## src/rtl/irq_vec_pkg.sv

```systemverilog
package irq_vec_pkg;
  localparam int unsigned DEF_LVLS   = 4;
  localparam int unsigned DEF_LINES  = 32;
  localparam int unsigned DEF_VEC_W  = 16;
  localparam int unsigned DEF_DATA_W = 32;
  localparam int unsigned DEF_ADAP   = 1;

  typedef struct packed {
    logic diag_dis;
    logic bus_init;
    logic field_en;
    logic br_en;
  } gate_ctl_t;

  function automatic logic gate_open(gate_ctl_t g);
    return !g.diag_dis && !g.bus_init && g.field_en && g.br_en;
  endfunction
endpackage

```

## src/rtl/irq_lowest_pick.sv

```systemverilog
module irq_lowest_pick #(
  parameter int unsigned W = 32,
  localparam int unsigned IW = $clog2(W)
) (
  input  logic [W-1:0]  req_i,
  output logic [W-1:0]  oh_o,
  output logic [IW-1:0] idx_o,
  output logic          valid_o
);
  always_comb begin
    idx_o = '0;
    for (int i = W - 1; i >= 0; i--) begin
      if (req_i[i]) idx_o = IW'(i);
    end
    valid_o = |req_i;
    oh_o    = valid_o ? (W'(1) << idx_o) : '0;
  end
endmodule

```

## src/rtl/irq_pend_bank.sv

```systemverilog
module irq_pend_bank #(
  parameter int unsigned LINES = 32
) (
  input  logic             clk_i,
  input  logic             rst_ni,
  input  logic [LINES-1:0] set_i,
  input  logic [LINES-1:0] clr_i,
  output logic [LINES-1:0] pend_o
);
  // set wins over clear
  always_ff @(posedge clk_i or negedge rst_ni) begin
    if (!rst_ni) pend_o <= '0;
    else         pend_o <= (pend_o & ~clr_i) | set_i;
  end
endmodule

```

## src/rtl/irq_vec_table.sv

```systemverilog
module irq_vec_table #(
  parameter int unsigned LVLS  = 4,
  parameter int unsigned LINES = 32,
  parameter int unsigned VEC_W = 16,
  localparam int unsigned LW = $clog2(LVLS),
  localparam int unsigned IW = $clog2(LINES)
) (
  input  logic             clk_i,
  input  logic             rst_ni,
  input  logic             we_i,
  input  logic [LW-1:0]    wr_lvl_i,
  input  logic [IW-1:0]    wr_line_i,
  input  logic [VEC_W-1:0] wr_data_i,
  input  logic [LW-1:0]    rd_lvl_i,
  input  logic [IW-1:0]    rd_line_i,
  output logic [VEC_W-1:0] rd_data_o
);
  logic [VEC_W-1:0] mem_q [LVLS][LINES];

  always_ff @(posedge clk_i or negedge rst_ni) begin
    if (!rst_ni) begin
      for (int v = 0; v < LVLS; v++)
        for (int l = 0; l < LINES; l++) mem_q[v][l] <= '0;
    end else if (we_i) begin
      mem_q[wr_lvl_i][wr_line_i] <= wr_data_i;
    end
  end

  assign rd_data_o = mem_q[rd_lvl_i][rd_line_i];
endmodule

```

## src/rtl/irq_vec_arb.sv

```systemverilog
module irq_vec_arb
  import irq_vec_pkg::*;
#(
  parameter int unsigned LVLS     = DEF_LVLS,
  parameter int unsigned LINES    = DEF_LINES,
  parameter int unsigned VEC_W    = DEF_VEC_W,
  parameter int unsigned DATA_W   = DEF_DATA_W,
  parameter int unsigned ADAP_LVL = DEF_ADAP,
  localparam int unsigned LW = $clog2(LVLS),
  localparam int unsigned IW = $clog2(LINES),
  localparam int unsigned NREQ = LVLS * LINES
) (
  input  logic              clk_i,
  input  logic              rst_ni,
  input  logic [NREQ-1:0]   req_set_i,
  input  logic              adap_set_i,
  input  logic              diag_dis_i,
  input  logic              bus_init_i,
  input  logic              field_en_i,
  input  logic              br_en_i,
  input  logic              cfg_we_i,
  input  logic [LW-1:0]     cfg_lvl_i,
  input  logic [IW-1:0]     cfg_line_i,
  input  logic [VEC_W-1:0]  cfg_data_i,
  input  logic              rd_en_i,
  input  logic [LW-1:0]     rd_lvl_i,
  output logic [LVLS-1:0]   lvl_req_o,
  output logic [DATA_W-1:0] rd_data_o
);
  gate_ctl_t        gate_ctl;
  logic             gate;
  logic [LINES-1:0] pend   [LVLS];
  logic [NREQ-1:0]  pend_flat;
  logic [LINES-1:0] sel_pend, pick_oh;
  logic [IW-1:0]    pick_idx;
  logic             pick_valid, consume, flag_hit;
  logic             adap_flag_q;
  logic [VEC_W-1:0] vec_rd;
  logic [DATA_W-1:0] rd_data_d;

  assign gate_ctl = '{diag_dis: diag_dis_i, bus_init: bus_init_i,
                      field_en: field_en_i, br_en: br_en_i};
  assign gate     = gate_open(gate_ctl);
  assign sel_pend = pend[rd_lvl_i];

  irq_lowest_pick #(.W(LINES)) pick_i (
    .req_i(sel_pend), .oh_o(pick_oh), .idx_o(pick_idx), .valid_o(pick_valid)
  );

  assign consume  = rd_en_i && gate && pick_valid;
  assign flag_hit = rd_en_i && (rd_lvl_i == LW'(ADAP_LVL)) && adap_flag_q;

  for (genvar v = 0; v < LVLS; v++) begin : g_lvl
    logic [LINES-1:0] clr;
    assign clr = (consume && rd_lvl_i == LW'(v)) ? pick_oh : '0;

    irq_pend_bank #(.LINES(LINES)) bank_i (
      .clk_i, .rst_ni,
      .set_i (req_set_i[v*LINES +: LINES]),
      .clr_i (clr),
      .pend_o(pend[v])
    );

    assign pend_flat[v*LINES +: LINES] = pend[v];

    if (v == ADAP_LVL) begin : g_adap
      assign lvl_req_o[v] = (gate && |pend[v]) || adap_flag_q;
    end else begin : g_dev
      assign lvl_req_o[v] = gate && |pend[v];
    end
  end

  irq_vec_table #(.LVLS(LVLS), .LINES(LINES), .VEC_W(VEC_W)) tab_i (
    .clk_i, .rst_ni,
    .we_i     (cfg_we_i),
    .wr_lvl_i (cfg_lvl_i),
    .wr_line_i(cfg_line_i),
    .wr_data_i(cfg_data_i),
    .rd_lvl_i (rd_lvl_i),
    .rd_line_i(pick_idx),
    .rd_data_o(vec_rd)
  );

  always_comb begin
    rd_data_d = '0;
    rd_data_d[DATA_W-1] = flag_hit;
    if (consume) rd_data_d[VEC_W-1:0] = vec_rd;
  end

  always_ff @(posedge clk_i or negedge rst_ni) begin
    if (!rst_ni) begin
      adap_flag_q <= 1'b0;
      rd_data_o   <= '0;
    end else begin
      adap_flag_q <= adap_set_i || (adap_flag_q && !flag_hit);
      if (rd_en_i) rd_data_o <= rd_data_d;
    end
  end
endmodule

```

## config.mk

```make
export PLATFORM = sky130hd
export DESIGN_NAME = irq_vec_arb
export DESIGN_NICKNAME = d
export VERILOG_FILES = /design/src/rtl/irq_vec_pkg.sv /design/src/rtl/irq_lowest_pick.sv /design/src/rtl/irq_pend_bank.sv /design/src/rtl/irq_vec_table.sv /design/src/rtl/irq_vec_arb.sv
export SDC_FILE = /design/constraint.sdc
export NUM_CORES = 2
export LEC_CHECK = 0
export ABC_AREA = 1
export BUFFER_PORTS_ARGS = -buffer_cell sky130_fd_sc_hd__buf_2
export CELL_PAD_IN_SITES_DETAIL_PLACEMENT = 0
export CELL_PAD_IN_SITES_GLOBAL_PLACEMENT = 1
export CORE_UTILIZATION = 40
export CTS_CLUSTER_SIZE = 10
export DETAILED_ROUTE_END_ITERATION = 8
export PLACE_DENSITY_LB_ADDON = 0.1
export SLEW_MARGIN = 20
export SYNTH_ARGS = -nofsm -noshare
export SYNTH_HDL_FRONTEND = slang
export SYNTH_SLANG_ARGS = --single-unit
```

## constraint.sdc

```tcl
create_clock -name clk_i -period 6.89 [get_ports clk_i]
set_input_delay 1.0335 -clock clk_i [delete_from_list [all_inputs] [get_ports clk_i]]
set_output_delay 1.0335 -clock clk_i [all_outputs]
set_load 0.02 [all_outputs]
```

---- Word level (Yosys, flattened, before mapping) ----
Index checks and enable logic that the tools add are counted.
cells by class
  $lt $le $gt $ge ......................... 6
  eq/ne operators ......................... 3
  shift-type cells ........................ 1
  muxes and demuxes ....................... 52
  bitwise operators ....................... 16
  reduce and logical (&&, ||, !) cells .... 29
operators with widths
  operator                                                    number
  bitwise mux 2048 bit                                        1
  two-way mux 512 bit                                         3
  binary-select mux 512 bit (select 2 bit)                    1
  demux 512 bit (select 2 bit)                                1
  two-way mux 32 bit                                          7
  two-way mux 5 bit                                           32
  OR reduction 32 bit                                         5
  bitwise AND 32 bit                                          4
  NOT 32 bit                                                  4
  OR 32 bit                                                   4
  binary-select mux 16 bit (select 5 bit)                     1
  demux 16 bit (select 5 bit)                                 1
  binary-select mux 32 bit (select 2 bit)                     1
  two-way mux 16 bit                                          4
  << shifter 1 x 5 -> 32 bit, first input constant            1
  logical AND 1 bit                                           18
  >= comparator 6 bit, second input constant                  2
  NOT 5 -> 6 bit                                              2
  >= comparator 3 bit, second input constant                  2
  less-than comparator 6 x 1 -> 1 bit, second input constant  1
  NOT 2 -> 3 bit                                              2
  == test 2 bit, second input constant                        2
  logical NOT 1 bit                                           3
  less-than comparator 3 x 1 -> 1 bit, second input constant  1
  3 further kinds                                             4
word-level totals
  register bits ........................... 2194
  input bits .............................. 162
  output and inout port bits .............. 36
  word-level logic and storage cells ...... 241

---- Depth between registers and ports, before layout ----
  depth after elaboration ................. 42
  mapped depth ............................ 48
  depth with buffers taken out ............ 45

---- Cells and area by module ----
A second synthesis with hierarchy kept.
unflattened totals
  cells, all modules ...................... 12824
  area total of the unflattened synthesis .. 100873.0 um^2
by module, submodules not included
  module           instances  cells each  area an instance (um^2)  sequential area each (um^2)
  irq_vec_table    1          11499       92090.8                  51249.2
  irq_pend_bank    4          160         1281.2                   800.8
  irq_vec_arb      1          518         2882.8                   450.4
  irq_lowest_pick  1          167         774.5                    0.0

---- Worst setup path after synthesis ----
OpenSTA, ideal clock, no wires.
  kind .................................... input to register
  start point ............................. input rd_lvl_i[0]
  end point ............................... register rd_data_o[15]
  setup time .............................. 118 ps
  data arrival time ....................... 3943 ps
  required time ........................... 6772 ps
  slack ................................... 2829 ps
  stages on the path ...................... 26
  buffers on the path ..................... 3
  path through ............................ buf_4 > inv_2 > nand2_2 > buf_2 > o22ai_1 > a221oi_2 > nand2_1 > nor2_1 > nor2_1 > nor2_1 > nor2_1 > nor2_1 > nor2_1 > o21ai_1 > a21oi_1 > o31ai_1 > nand3_2 > inv_2 > clkbuf_1 > nand4_1 > a21oi_1 > nor2_1 > nand2_1 > nand3_1 > nand3_1 > nand2_1
on the way
  longest elaborated chain between the ends .. 41
  elaborated cells on any way between the ends .. 46
  classes of those cells .................. 42 x mux; 2 x bitwise; 2 x reduce/logical
ends and longest elaborated chain
  element                                                 RTL line                                text
  from (decl)                                             irq_vec_arb.sv:26                       input logic [LW-1:0] rd_lvl_i,
  NOT 2 -> 3 bit (not written as such) (*)                irq_vec_table.sv:29, irq_vec_arb.sv:44
  binary-select mux 32 bit (select 2 bit)                 irq_vec_arb.sv:44                       assign sel_pend = pend[rd_lvl_i];
  two-way mux 32 bit (not written as such) (2 in series)  irq_vec_arb.sv:44
  two-way mux 5 bit (32 in series)                        irq_lowest_pick.sv:13                   if (req_i[i]) idx_o = IW'(i);
  NOT 5 -> 6 bit (not written as such)                    irq_vec_table.sv:29                     assign rd_data_o = mem_q[rd_lvl_i][rd_line_i];
  binary-select mux 16 bit (select 5 bit)                 irq_vec_table.sv:29
  two-way mux 16 bit (not written as such) (2 in series)  irq_vec_table.sv:29
  two-way mux 16 bit (*)                                  irq_vec_arb.sv:87                       if (consume) rd_data_d[VEC_W-1:0] = vec_rd;
  to (signal assigned)                                    irq_vec_arb.sv:96                       if (rd_en_i) rd_data_o <= rd_data_d;
  to (decl)                                               irq_vec_arb.sv:28                       output logic [DATA_W-1:0] rd_data_o
Every way passes the cells marked *; elsewhere a longest branch is shown, timed or not. The select of a mux whose other input is x is not followed.
A chain may end at the register's enable or synchronous reset.

---- Worst setup path after layout ----
  start point ............................. input rd_lvl_i[1]
  end point ............................... register rd_data_o[2]
The elaborated chain is that of the path after synthesis.

==> impl_metrics.ini <==
[run_status]
run_status = finished clean

[clock_network]
cts_buffers = 281
h-tree-depth = 5
cts-resized-gates = 0
clk_pin_slew_ns = 0.06
clkLatencyLatePin_ns = 0.93
post_cts_buffers = 0
ctsHoldBuffers = 0
cts_tree = built
cts.sink_count = 2194
clockBufferDepth = 4
ctsRootBufferMaster = clkbuf_16

[sta]
rsz0062_at_grt = no
hold_viol = 0
fin_setup_tns_ns = 0
slew_headroom_pct = 25.0
slew_violations = 0
tightestPinTransition_ns = 1.12
fin_crit_ns = 5.43
setup_viol = 0
fin_worst_skew_ns = 0.0356
fin_crit_sh_pct = 78.7
max_freq_ghz = 0.184

[detailed_routing]
via_count = 78802
antenna_left = 0
routed_via_density = 5.76
drc = 0
drt_first_pass_iters = 8
finalWirelength_um = 355000
detail_route.wl_per_cell_um = 25.9
drt-initial-drc-count = 8147

[synthesis]
synth_seq_cells = 2194
syn_area_um2 = 95200
synth_largest_area_cell = dfrtp_1
synth_edf_count = 0
synth_top_cell_area_share_pct = 57.7
synth.distinct_cells = 46
synth_ff_type = dfrtp_1
ys_seq_area_share_pct = 57.7
synth.top_cells.by_count = nand2_1, o21ai_0, dfrtp_1
syn_inst = 10802
synth_most_common_cell = nand2_1
synthTopCellsByArea = dfrtp_1, o21ai_0, nand2_1
syn_avg_cell_area_um2 = 8.81
yosysWarnings = 0
async_reset_ff_share_pct = 100

[setup_path]
crit_chain = buf_2 > inv_2 > nand2_8 > inv_2 > buf_4 > a221oi_1 > nand2_1 > o21ai_1 > a21oi_1 > o31ai_1 > nand3_4 > inv_6 > buf_4 > nand4_1 > nand2_1 > nand3b_1 > nand3_1 > nand2_1 > nand2_1 > nand3_1 > nand2_1
critPathArrivalTime_ns = 6.21
cp-end-kind = flop
crit_required_ns = 7.67
cpMostUsedCell = nand2_1
critical-path-max-stage-delay_ns = 0.71
critPathKind = primary input to flop
reg2reg_slack_ns = 1.76
crit_path_start_kind = primary input
reg2reg_from = g_lvl[0].bank_i.pend_o[28]$_DFF_PN0_
reg2regPathDepth = 37
crit_slowest_cell = a221oi_1
timing.rr.end = g_lvl[0].bank_i.pend_o[15]$_DFF_PN0_
cp_max_fo = 60

[floorplanning]
initial_utilization_pct = 40.3
num_io_pins = 198
die_area_um2 = 240000
coreArea_um2 = 236000
die_w_um = 490
die_y_um = 490
fp-row-count = 178

[grt]
grt_pass1_vias = 75144
grt_max_degree = 161
grt_first_pass_wirelength_um = 526000
grt_antenna_before_repair = 8
grtUsageTotal_pct = 29.4
grt-ovfl-total = 0

[final_layout]
synthToLayoutAreaGrowth_pct = 11.1
num-nets-final = 10603
drive_above_1_share_pct = 7.39
final_util_pct = 44.8
finalNonFillerCells = 13685

[placed_design]
place_hpwl_um = 212000
place.gp.congestion = 0.879
io_buffers = 182
dp_cells = 13308

[pwr]
p_total_mw = 31.0
power_leakage_nw = 48.5
ir_drop_v = 0.000176
powerDensity_nw_per_um2 = 293

[worst_hold_path]
hp-class = primary input to asynchronous set/reset pin

[job]
max_cap_viol_count = 0
[sequential cells by signal (all words and copies together) (netlist names)]
name,count
tab_i.mem_q,2048
rd_data_o,17
g_lvl.bank_i.pend_o,128
adap_flag_q,1
[placed cells by master (no fill, tap or decap), types with 90 or more instances in the layout]
cell / netlist / layout
dfrtp_1: 2194 / 2194
nand2_1: 2917 / 2868
o21ai_0: 2248 / 2246
o22a_1: 198 / 198
buf_4: 21 / 142
nand3_1: 269 / 268
o221ai_1: 207 / 207
nor2_1: 635 / 634
o22ai_1: 531 / 531
buf_2: 46 / 181
inv_1: 207 / 190
clkbuf_16: 0 / 289
o21ai_1: 89 / 90
[where the power goes]
group          switching, mW  internal, mW
sequential             0.529          13.9
clock                   5.38          7.74
combinational           2.44          1.04
total                   8.35          22.7
[logic make-up after synthesis]
logic type / share of synthesized area [%]
flip-flops: 57.7
other: 0.00394
AND/OR/NAND/NOR: 16.4
AO/OA/AOI/OAI: 20.7
buffers and inverters: 5.18
[per-stage QoR]
step,hold WS (ns),setup slack [ns],area [um2]
after floorplan,0.448,2.83,95200
after global placement,0.460,0.424,97800
after detailed placement,0.467,0.668,97800
after CTS,0.146,1.60,106000
after global routing,0.153,1.03,106000
final,0.130,1.46,106000
[layer usage]
layer / GRT usage, % / part of all wire, % / wire, um
met5: 0 / 0 / 0
met4: 11.2 / 3.9 / 14000
met3: 3.85 / 5.7 / 20400
met2: 46.8 / 46 / 165000
met1: 40.7 / 44 / 156000
[how the worst max path moves through the flow]
stage	to	depth (start not counted)	from	slack, ns
after floorplan	rd_data_o[15]$_DFFE_PN0P_	26	rd_lvl_i[0]	2.83
after global placement	g_lvl[1].bank_i.pend_o[15]$_DFF_PN0_	42	rd_lvl_i[0]	0.42
after detailed placement	g_lvl[1].bank_i.pend_o[31]$_DFF_PN0_	42	rd_lvl_i[0]	0.67
after CTS	rd_data_o[2]$_DFFE_PN0P_	21	rd_lvl_i[1]	1.60
after global routing	rd_data_o[15]$_DFFE_PN0P_	48	rd_lvl_i[0]	1.03
final	rd_data_o[2]$_DFFE_PN0P_	21	rd_lvl_i[1]	1.46
[worst max-delay path: cells and delay by family]
kind                   cells  cell delay, ns
AND/OR/NAND/NOR           11            1.89
AO/OA/AOI/OAI              4            1.43
buffers and inverters      6            1.69
[area by class of cell]
type / count / area (um2)
well taps: 3150 / 3940
fillers: 23134 / 130000
inverters: 217 / 882
clock buffers: 362 / 7730
flip-flops and latches: 2194 / 54900
multi-input cells: 7395 / 35600
clock inverters: 10 / 87.6
repair buffers: 352 / 2550
diodes: 5 / 12.5
(Power assumes the default switching activity.)
